**config.mk**
```make
export PLATFORM = sky130hd
export DESIGN_NAME = wdg_timer
export DESIGN_NICKNAME = d
export VERILOG_FILES = /design/src/rtl/wdg_pkg.sv /design/src/rtl/wdg_regs.sv /design/src/rtl/wdg_count.sv /design/src/rtl/wdg_pulse.sv /design/src/rtl/wdg_timer.sv
export SDC_FILE = /design/constraint.sdc
export NUM_CORES = 1
export LEC_CHECK = 0
export BUFFER_PORTS_ARGS = -buffer_cell sky130_fd_sc_hd__buf_2
export CORE_MARGIN = 2
export CORE_UTILIZATION = 60
export DETAILED_ROUTE_END_ITERATION = 12
export PLACE_DENSITY = 0.79
export SLEW_MARGIN = 20
export SYNTH_ARGS = -nofsm -noshare
export SYNTH_HDL_FRONTEND = slang
export SYNTH_SLANG_ARGS = --single-unit
```
**constraint.sdc**
```tcl
create_clock -name clk_i -period 8.4 [get_ports clk_i]
set_clock_uncertainty 0.2 [all_clocks]
set_input_delay 0.42 -clock clk_i [delete_from_list [all_inputs] [get_ports clk_i]]
set_output_delay 0.42 -clock clk_i [all_outputs]
set_load 0.1 [all_outputs]
```
**src/rtl/wdg_pkg.sv**
```systemverilog
package wdg_pkg;
  localparam int unsigned ADDR_W = 5;

  typedef enum logic [2:0] {
    REG_IRQ   = 3'd0,
    REG_CTRL  = 3'd1,
    REG_CNT   = 3'd2,
    REG_ACT   = 3'd3,
    REG_MATCH = 3'd4,
    REG_PIN   = 3'd5,
    REG_PULSE = 3'd6,
    REG_STAT  = 3'd7
  } reg_idx_e;

  typedef struct packed {
    logic dbg_en;
    logic clr;
    logic run;
  } ctrl_t;

  typedef struct packed {
    logic frc_ext;
    logic frc_int;
    logic res_ext;
    logic res_int;
    logic stop;
    logic clr;
    logic irq_en;
  } act_t;

  typedef enum logic [1:0] {
    PIN_KEEP   = 2'd0,
    PIN_LOW    = 2'd1,
    PIN_HIGH   = 2'd2,
    PIN_TOGGLE = 2'd3
  } pin_act_e;
endpackage

```
**src/rtl/wdg_regs.sv**
```systemverilog
module wdg_regs
  import wdg_pkg::*;
#(
  parameter int unsigned DATA_W  = 32,
  parameter int unsigned CNT_W   = 32,
  parameter int unsigned PULSE_W = 16
) (
  input  logic               clk_i,
  input  logic               rst_ni,
  input  logic               sel_i,
  input  logic               we_i,
  input  logic [ADDR_W-1:0]  addr_i,
  input  logic [DATA_W-1:0]  wdata_i,
  output logic [DATA_W-1:0]  rdata_o,
  input  logic [CNT_W-1:0]   cnt_i,
  input  logic               hit_i,
  input  logic               wd_rst_i,
  output ctrl_t              ctrl_o,
  output act_t               act_o,
  output logic [CNT_W-1:0]   match_o,
  output logic [PULSE_W-1:0] pulse_o,
  output logic               irq_o,
  output logic               pin_o
);
  reg_idx_e           idx;
  logic               wr;
  ctrl_t              ctrl_q;
  act_t               act_q;
  logic [CNT_W-1:0]   match_q;
  logic [PULSE_W-1:0] pulse_q;
  logic [1:0]         pin_act_q;
  logic               pin_q;
  logic               irq_q;
  logic               stat_q;

  assign idx = reg_idx_e'(addr_i[ADDR_W-1:2]);
  assign wr  = sel_i & we_i;

  wire unused_bus = ^{addr_i[1:0], wdata_i};

  always_ff @(posedge clk_i or negedge rst_ni) begin
    if (!rst_ni) begin
      ctrl_q    <= '0;
      act_q     <= '0;
      match_q   <= '1;
      pulse_q   <= '0;
      pin_act_q <= '0;
      pin_q     <= 1'b0;
      irq_q     <= 1'b0;
      stat_q    <= 1'b0;
    end else begin
      if (wr && idx == REG_CTRL)  ctrl_q    <= ctrl_t'(wdata_i[2:0]);
      if (wr && idx == REG_ACT)   act_q     <= act_t'(wdata_i[6:0]);
      if (wr && idx == REG_MATCH) match_q   <= wdata_i[CNT_W-1:0];
      if (wr && idx == REG_PULSE) pulse_q   <= wdata_i[PULSE_W-1:0];
      if (wr && idx == REG_PIN) begin
        pin_act_q <= wdata_i[5:4];
        pin_q     <= wdata_i[0];
      end
      if (wr && idx == REG_IRQ && wdata_i[0]) irq_q <= 1'b0;
      // match event side effects win over same-cycle writes
      if (hit_i) begin
        if (act_q.stop)   ctrl_q.run <= 1'b0;
        if (act_q.irq_en) irq_q      <= 1'b1;
        case (pin_act_e'(pin_act_q))
          PIN_LOW:    pin_q <= 1'b0;
          PIN_HIGH:   pin_q <= 1'b1;
          PIN_TOGGLE: pin_q <= ~pin_q;
          default:    ;
        endcase
      end
      if (wd_rst_i) stat_q <= 1'b1;
    end
  end

  always_comb begin
    rdata_o = '0;
    if (sel_i) begin
      case (idx)
        REG_IRQ:   rdata_o[0]         = irq_q;
        REG_CTRL:  rdata_o[2:0]       = ctrl_q;
        REG_CNT:   rdata_o[CNT_W-1:0] = cnt_i;
        REG_ACT:   rdata_o[6:0]       = act_q;
        REG_MATCH: rdata_o[CNT_W-1:0] = match_q;
        REG_PIN: begin
          rdata_o[0]   = pin_q;
          rdata_o[5:4] = pin_act_q;
        end
        REG_PULSE: rdata_o[PULSE_W-1:0] = pulse_q;
        REG_STAT:  rdata_o[0]           = stat_q;
        default:   rdata_o = '0;
      endcase
    end
  end

  assign ctrl_o  = ctrl_q;
  assign act_o   = act_q;
  assign match_o = match_q;
  assign pulse_o = pulse_q;
  assign irq_o   = irq_q;
  assign pin_o   = pin_q;
endmodule

```
**src/rtl/wdg_count.sv**
```systemverilog
module wdg_count #(
  parameter int unsigned CNT_W = 32
) (
  input  logic             clk_i,
  input  logic             rst_ni,
  input  logic             run_i,
  input  logic             clr_i,
  input  logic             dbg_en_i,
  input  logic             halt_i,
  input  logic             clr_on_match_i,
  input  logic [CNT_W-1:0] match_i,
  output logic [CNT_W-1:0] cnt_o,
  output logic             hit_o
);
  logic [CNT_W-1:0] cnt_q;
  logic [CNT_W-1:0] cnt_nxt;
  logic             hit_q;
  logic             zero_now;
  logic             step;

  // clear-on-match acts one cycle after the counter lands on the match value
  assign zero_now = clr_i | (hit_q & clr_on_match_i);
  assign step     = run_i & ~zero_now & ~(dbg_en_i & halt_i);
  assign cnt_nxt  = cnt_q + 1'b1;
  assign hit_o    = step & (cnt_nxt == match_i);

  always_ff @(posedge clk_i or negedge rst_ni) begin
    if (!rst_ni) begin
      cnt_q <= '0;
      hit_q <= 1'b0;
    end else begin
      hit_q <= hit_o;
      if (zero_now)  cnt_q <= '0;
      else if (step) cnt_q <= cnt_nxt;
    end
  end

  assign cnt_o = cnt_q;
endmodule

```
**src/rtl/wdg_pulse.sv**
```systemverilog
module wdg_pulse #(
  parameter int unsigned PULSE_W     = 16,
  parameter int unsigned PULSE_EXTRA = 6
) (
  input  logic               clk_i,
  input  logic               rst_ni,
  input  logic               hit_i,
  input  logic               res_int_i,
  input  logic               res_ext_i,
  input  logic               frc_int_i,
  input  logic               frc_ext_i,
  input  logic [PULSE_W-1:0] len_i,
  output logic               rst_int_o,
  output logic               rst_ext_o
);
  localparam int unsigned REM_W = $clog2((2 ** PULSE_W) + PULSE_EXTRA);

  logic [REM_W-1:0] rem_q;
  logic             active;

  assign active = (rem_q != '0);

  always_ff @(posedge clk_i or negedge rst_ni) begin
    if (!rst_ni) begin
      rem_q <= '0;
    end else if (hit_i && (res_int_i || res_ext_i) && !active) begin
      rem_q <= REM_W'(len_i) + REM_W'(PULSE_EXTRA);
    end else if (active) begin
      rem_q <= rem_q - 1'b1;
    end
  end

  assign rst_int_o = (active & res_int_i) | frc_int_i;
  assign rst_ext_o = (active & res_ext_i) | frc_ext_i;
endmodule

```
**src/rtl/wdg_timer.sv**
```systemverilog
module wdg_timer
  import wdg_pkg::*;
#(
  parameter int unsigned DATA_W      = 32,
  parameter int unsigned CNT_W       = 32,
  parameter int unsigned PULSE_W     = 16,
  parameter int unsigned PULSE_EXTRA = 6
) (
  input  logic              clk_i,
  input  logic              rst_ni,
  input  logic              sel_i,
  input  logic              we_i,
  input  logic [ADDR_W-1:0] addr_i,
  input  logic [DATA_W-1:0] wdata_i,
  output logic [DATA_W-1:0] rdata_o,
  input  logic              halt_i,
  output logic              irq_o,
  output logic              rst_int_o,
  output logic              rst_ext_o,
  output logic              match_pin_o
);
  ctrl_t              ctrl;
  act_t               act;
  logic [CNT_W-1:0]   match;
  logic [CNT_W-1:0]   cnt;
  logic [PULSE_W-1:0] pulse_len;
  logic               hit;

  wdg_regs #(
    .DATA_W (DATA_W),
    .CNT_W  (CNT_W),
    .PULSE_W(PULSE_W)
  ) u_regs (
    .clk_i   (clk_i),
    .rst_ni  (rst_ni),
    .sel_i   (sel_i),
    .we_i    (we_i),
    .addr_i  (addr_i),
    .wdata_i (wdata_i),
    .rdata_o (rdata_o),
    .cnt_i   (cnt),
    .hit_i   (hit),
    .wd_rst_i(rst_int_o | rst_ext_o),
    .ctrl_o  (ctrl),
    .act_o   (act),
    .match_o (match),
    .pulse_o (pulse_len),
    .irq_o   (irq_o),
    .pin_o   (match_pin_o)
  );

  wdg_count #(
    .CNT_W(CNT_W)
  ) u_count (
    .clk_i         (clk_i),
    .rst_ni        (rst_ni),
    .run_i         (ctrl.run),
    .clr_i         (ctrl.clr),
    .dbg_en_i      (ctrl.dbg_en),
    .halt_i        (halt_i),
    .clr_on_match_i(act.clr),
    .match_i       (match),
    .cnt_o         (cnt),
    .hit_o         (hit)
  );

  wdg_pulse #(
    .PULSE_W    (PULSE_W),
    .PULSE_EXTRA(PULSE_EXTRA)
  ) u_pulse (
    .clk_i    (clk_i),
    .rst_ni   (rst_ni),
    .hit_i    (hit),
    .res_int_i(act.res_int),
    .res_ext_i(act.res_ext),
    .frc_int_i(act.frc_int),
    .frc_ext_i(act.frc_ext),
    .len_i    (pulse_len),
    .rst_int_o(rst_int_o),
    .rst_ext_o(rst_ext_o)
  );
endmodule

```
==> summary.md <==
| Metric | Value |
|---|---|
| Outcome | finished, final reports clean |
| Routed wire per std cell | 19.0 um |
| Sequential area share after synthesis | 38.8% |
| Longest Clk Path Bufs | 2 |
| Synth Register Bits | 113 |
| Top post-synthesis cells by count | dfrtp_1 (81), nor2_1 (79), mux2_2 (65), xnor2_1 (55), nand2_1 (52) |
| Dpl cell area | 0.00776 mm2 |
| Syn Area/Cell | 9.42 um2 |
| Post-cts resize count | 0 |
| TritonCTS Buffers | 17 |
| Crit. End Element | flip-flop |
| CTS tree | done |
| Grt total ovfl | 0 |
| Initial DRC count | 550 |
| H-tree Lvls | 4 |
| Adder-cell share of the synthesized area | 0.508% |
| P per Cell Area | 232 mW/mm2 |
| Mapped cell area | 0.00739 mm2 |
| Pre-CTS WS | 3.94 ns |
| Required time worst endpoint | 8.50 ns |
| Worst hold start | wdata_i[28] |
| Ratio of cells with drive above 1 in the final layout | 27.8% |
| Worst rel slew slack | 28.8% |
| Main synth FF type | dfrtp_1 |
| Peak VDD IR | 0.158 mV |
| Largest net degree at the start of global routing | 76 |
| Static leakage | 3.44 nW |
| Final WS setup | 3.87 ns |
| Type of the worst min-delay path | in2reg |
| # fillers | 936 |
| Share of the synthesized area in the top cell type | 27.4% |
| Tot GR Track Use | 30.3% |
| CP max FO | 18 |
| Postcts setup bufs | 0 |
| Clk slew on worst S/H paths | 0.06 ns |
| IO Port Bufs | 75 |
| Vias | 6292 |
| Max Clock Freq | 221 MHz |
| Synth Area in Simple Gates | 23.4% |
| CP arrival | 4.62 ns |
| Total power | 1.95 mW |
| Final Core Density | 70.1% |
| Post-synthesis mux area share | 11.5% |
| Largest family of logic cells by synthesized area | simple AND/OR/NAND/NOR gates |
| Site row count | 40 |
| Post-synth ARST share | 100% |
| Final Cell Area | 0.00842 mm2 |
| CP Launch Type | flip-flop |
| Worst Max-Slew Pin Slew | 1.07 ns |
| Detail Route Antenna Nets | 0 |
| First-pass GRT wire length | 31.3 mm |
| Initial antenna violation count | 0 |
| Worst Hold Path EP | u_regs.match_o[28]$_DFFE_PN1P_ |
| Critical path type | reg2reg |
| R2R Path End | u_pulse.rem_q[1]$_DFFE_PN0P_ |
| Sum Neg Setup Slack | 0 ns |
| Final setup fails | 0 |
| YS warnings | 0 |
| Max-Cap Viols | 0 |
| Worst R2R Start | u_count.cnt_o[0]$_DFFE_PN0P_ |
| Sink Count | 113 |
| Library cells used by synthesis | 70 |
| Most common cell in the synthesized netlist | dfrtp_1 |
| Die ar. | 0.0132 mm2 |
| Synthesized instance count | 785 |
| Ports | 78 |
| Nets | 878 |
| # DRC | 0 |
| Synth area leader | dfrtp_1 |
| GPL Wtd Cong | 0.965 |
| CTS root buf | clkbuf_16 |
| Hold_ws | 0.0175 ns |
| Met2 usage | 47.4% |
| Final wirelength | 18.9 mm |
| DR vias/cell | 6.34 |
| Vias in the first global route | 6160 |
| Later-pin clock latency in the skew report | 0.43 ns |
| GR Util met1 | 41.8% |
| Antenna Cells | 0 |
| Layer with the highest usage | met2 |
| Reg2Reg Depth | 9 |
| Ratio of final minimum period to clock period | 53.9% |
| Routing usage on met3 | 6.33% |
| Minimum clock period after layout | 4.53 ns |
| RSZ-0062 raised after global routing | no |
| Mapped Nets | 830 |
| Die W | 115 um |
| Initial Util | 61.6% |
| Hpwl dp | 13.3 mm |
| Synth Area in Compound Gates | 11.2% |
| Worst Hold Depth | 2 |
| Placed insts | 960 |
| Largest cells by area after synthesis | dfrtp_1 (27%), dfstp_2 (11%), mux2_2 (9.9%) |
| EDFF count, synth | 0 |
| Synth Area in XOR/XNOR | 10.7% |
| Slew Limit Fails | 0 |
| CORE AREA | 0.0120 mm2 |
| Die H | 115 um |
| Minimum setup slack among reg-to-reg paths | 3.87 ns |
| Drt pass-1 iters | 5 |
| Final hold vios | 0 |
| Area growth syn-to-layout | 13.8% |
| Post-Layout Cell Count | 993 |
[routing by layer]
metal  share of wire (%)  routed length [um]
met5                   0                   0
met4                 2.6                 490
met3                 5.4                1010
met2                  47                8800
met1                  45                8540
[power by group]
part	switching (mW)	leakage [nW]	internal, mW
sequential	0.0962	1.35	0.646
clock	0.273	0.294	0.510
combinational	0.253	1.79	0.172
total	0.623	3.44	1.33
[cell usage in the layout, fill, tap and decap left out, drive strengths merged, types with 8 or more instances in the layout]
master,instances
a21oi,20
a22oi,34
and3,12
buf,80
clkbuf,19
dfrtp,81
dfstp,32
inv,13
mux2,65
mux2i,12
nand2,52
nand2b,8
nand3,32
nand4,24
nor2,79
nor2b,23
nor3,27
nor4,15
o21ai,29
or3,9
or4,8
xnor2,55
xor2,35
[area by class of cell]
cell class	instances	area, um2	area share (%)
timing repair buffer	81	425	5.06
clock inverter	13	184	2.19
clock buffer	19	453	5.38
inverter	12	45.0	0.535
tap	147	184	2.19
multi-input combinational	608	4260	50.6
sequential	113	2870	34.1
[how the worst max path moves through the flow]
stage | start | end | slack, ns | depth (start not counted)
4_1_cts | u_pulse.rem_q[3]$_DFFE_PN0P_ | rst_int_o | 3.88 | 7
5_1_grt | u_count.cnt_o[0]$_DFFE_PN0P_ | u_pulse.rem_q[2]$_DFFE_PN0P_ | 3.62 | 9
3_3_place_gp | u_count.cnt_o[0]$_DFFE_PN0P_ | u_pulse.rem_q[0]$_DFFE_PN0P_ | 4.03 | 9
2_1_floorplan | addr_i[4] | rdata_o[4] | 4.19 | 6
6_report | u_count.cnt_o[0]$_DFFE_PN0P_ | u_pulse.rem_q[1]$_DFFE_PN0P_ | 3.87 | 9
3_5_place_dp | u_count.cnt_o[0]$_DFFE_PN0P_ | u_pulse.rem_q[0]$_DFFE_PN0P_ | 3.94 | 9
[registers in the layout (all words and copies together) (netlist names)]
signal	count
u_count.cnt_o	32
u_regs.match_o	32
u_pulse.rem_q	17
u_regs.pulse_o	16
u_regs.act_o	7
u_regs.ctrl_o	3
u_regs.pin_act_q	2
u_count.hit_q	1
u_regs.irq_o	1
u_regs.pin_o	1
u_regs.stat_q	1
[cells by family after synthesis]
logic type / count (synthesis)
buffers and inverters: 64
adders and majority gates: 3
and+or+nand+nor: 314
xor gates and xnor gates: 90
AOI/OAI and AO/OA: 124
muxes: 77
DFF: 113
[critical path: stages (launching register included)]
cell      delay [ns]
dfrtp_1         0.50
ha_1            0.28
nand3_1         0.38
nor3_1          0.32
mux2_2          0.38
or4_1           0.52
or4_1           0.56
nor4_4          0.91
and3_1          0.29
a211oi_2        0.04
[repair_timing]
| action | 4_1_cts | 5_1_grt |
|---|---|---|
| endpoints found under the setup margin | 0 | 0 |
| hold buffers | 1 | 0 |
| endpoints found under the hold margin | 33 | 0 |
(Power assumes the default switching activity.)
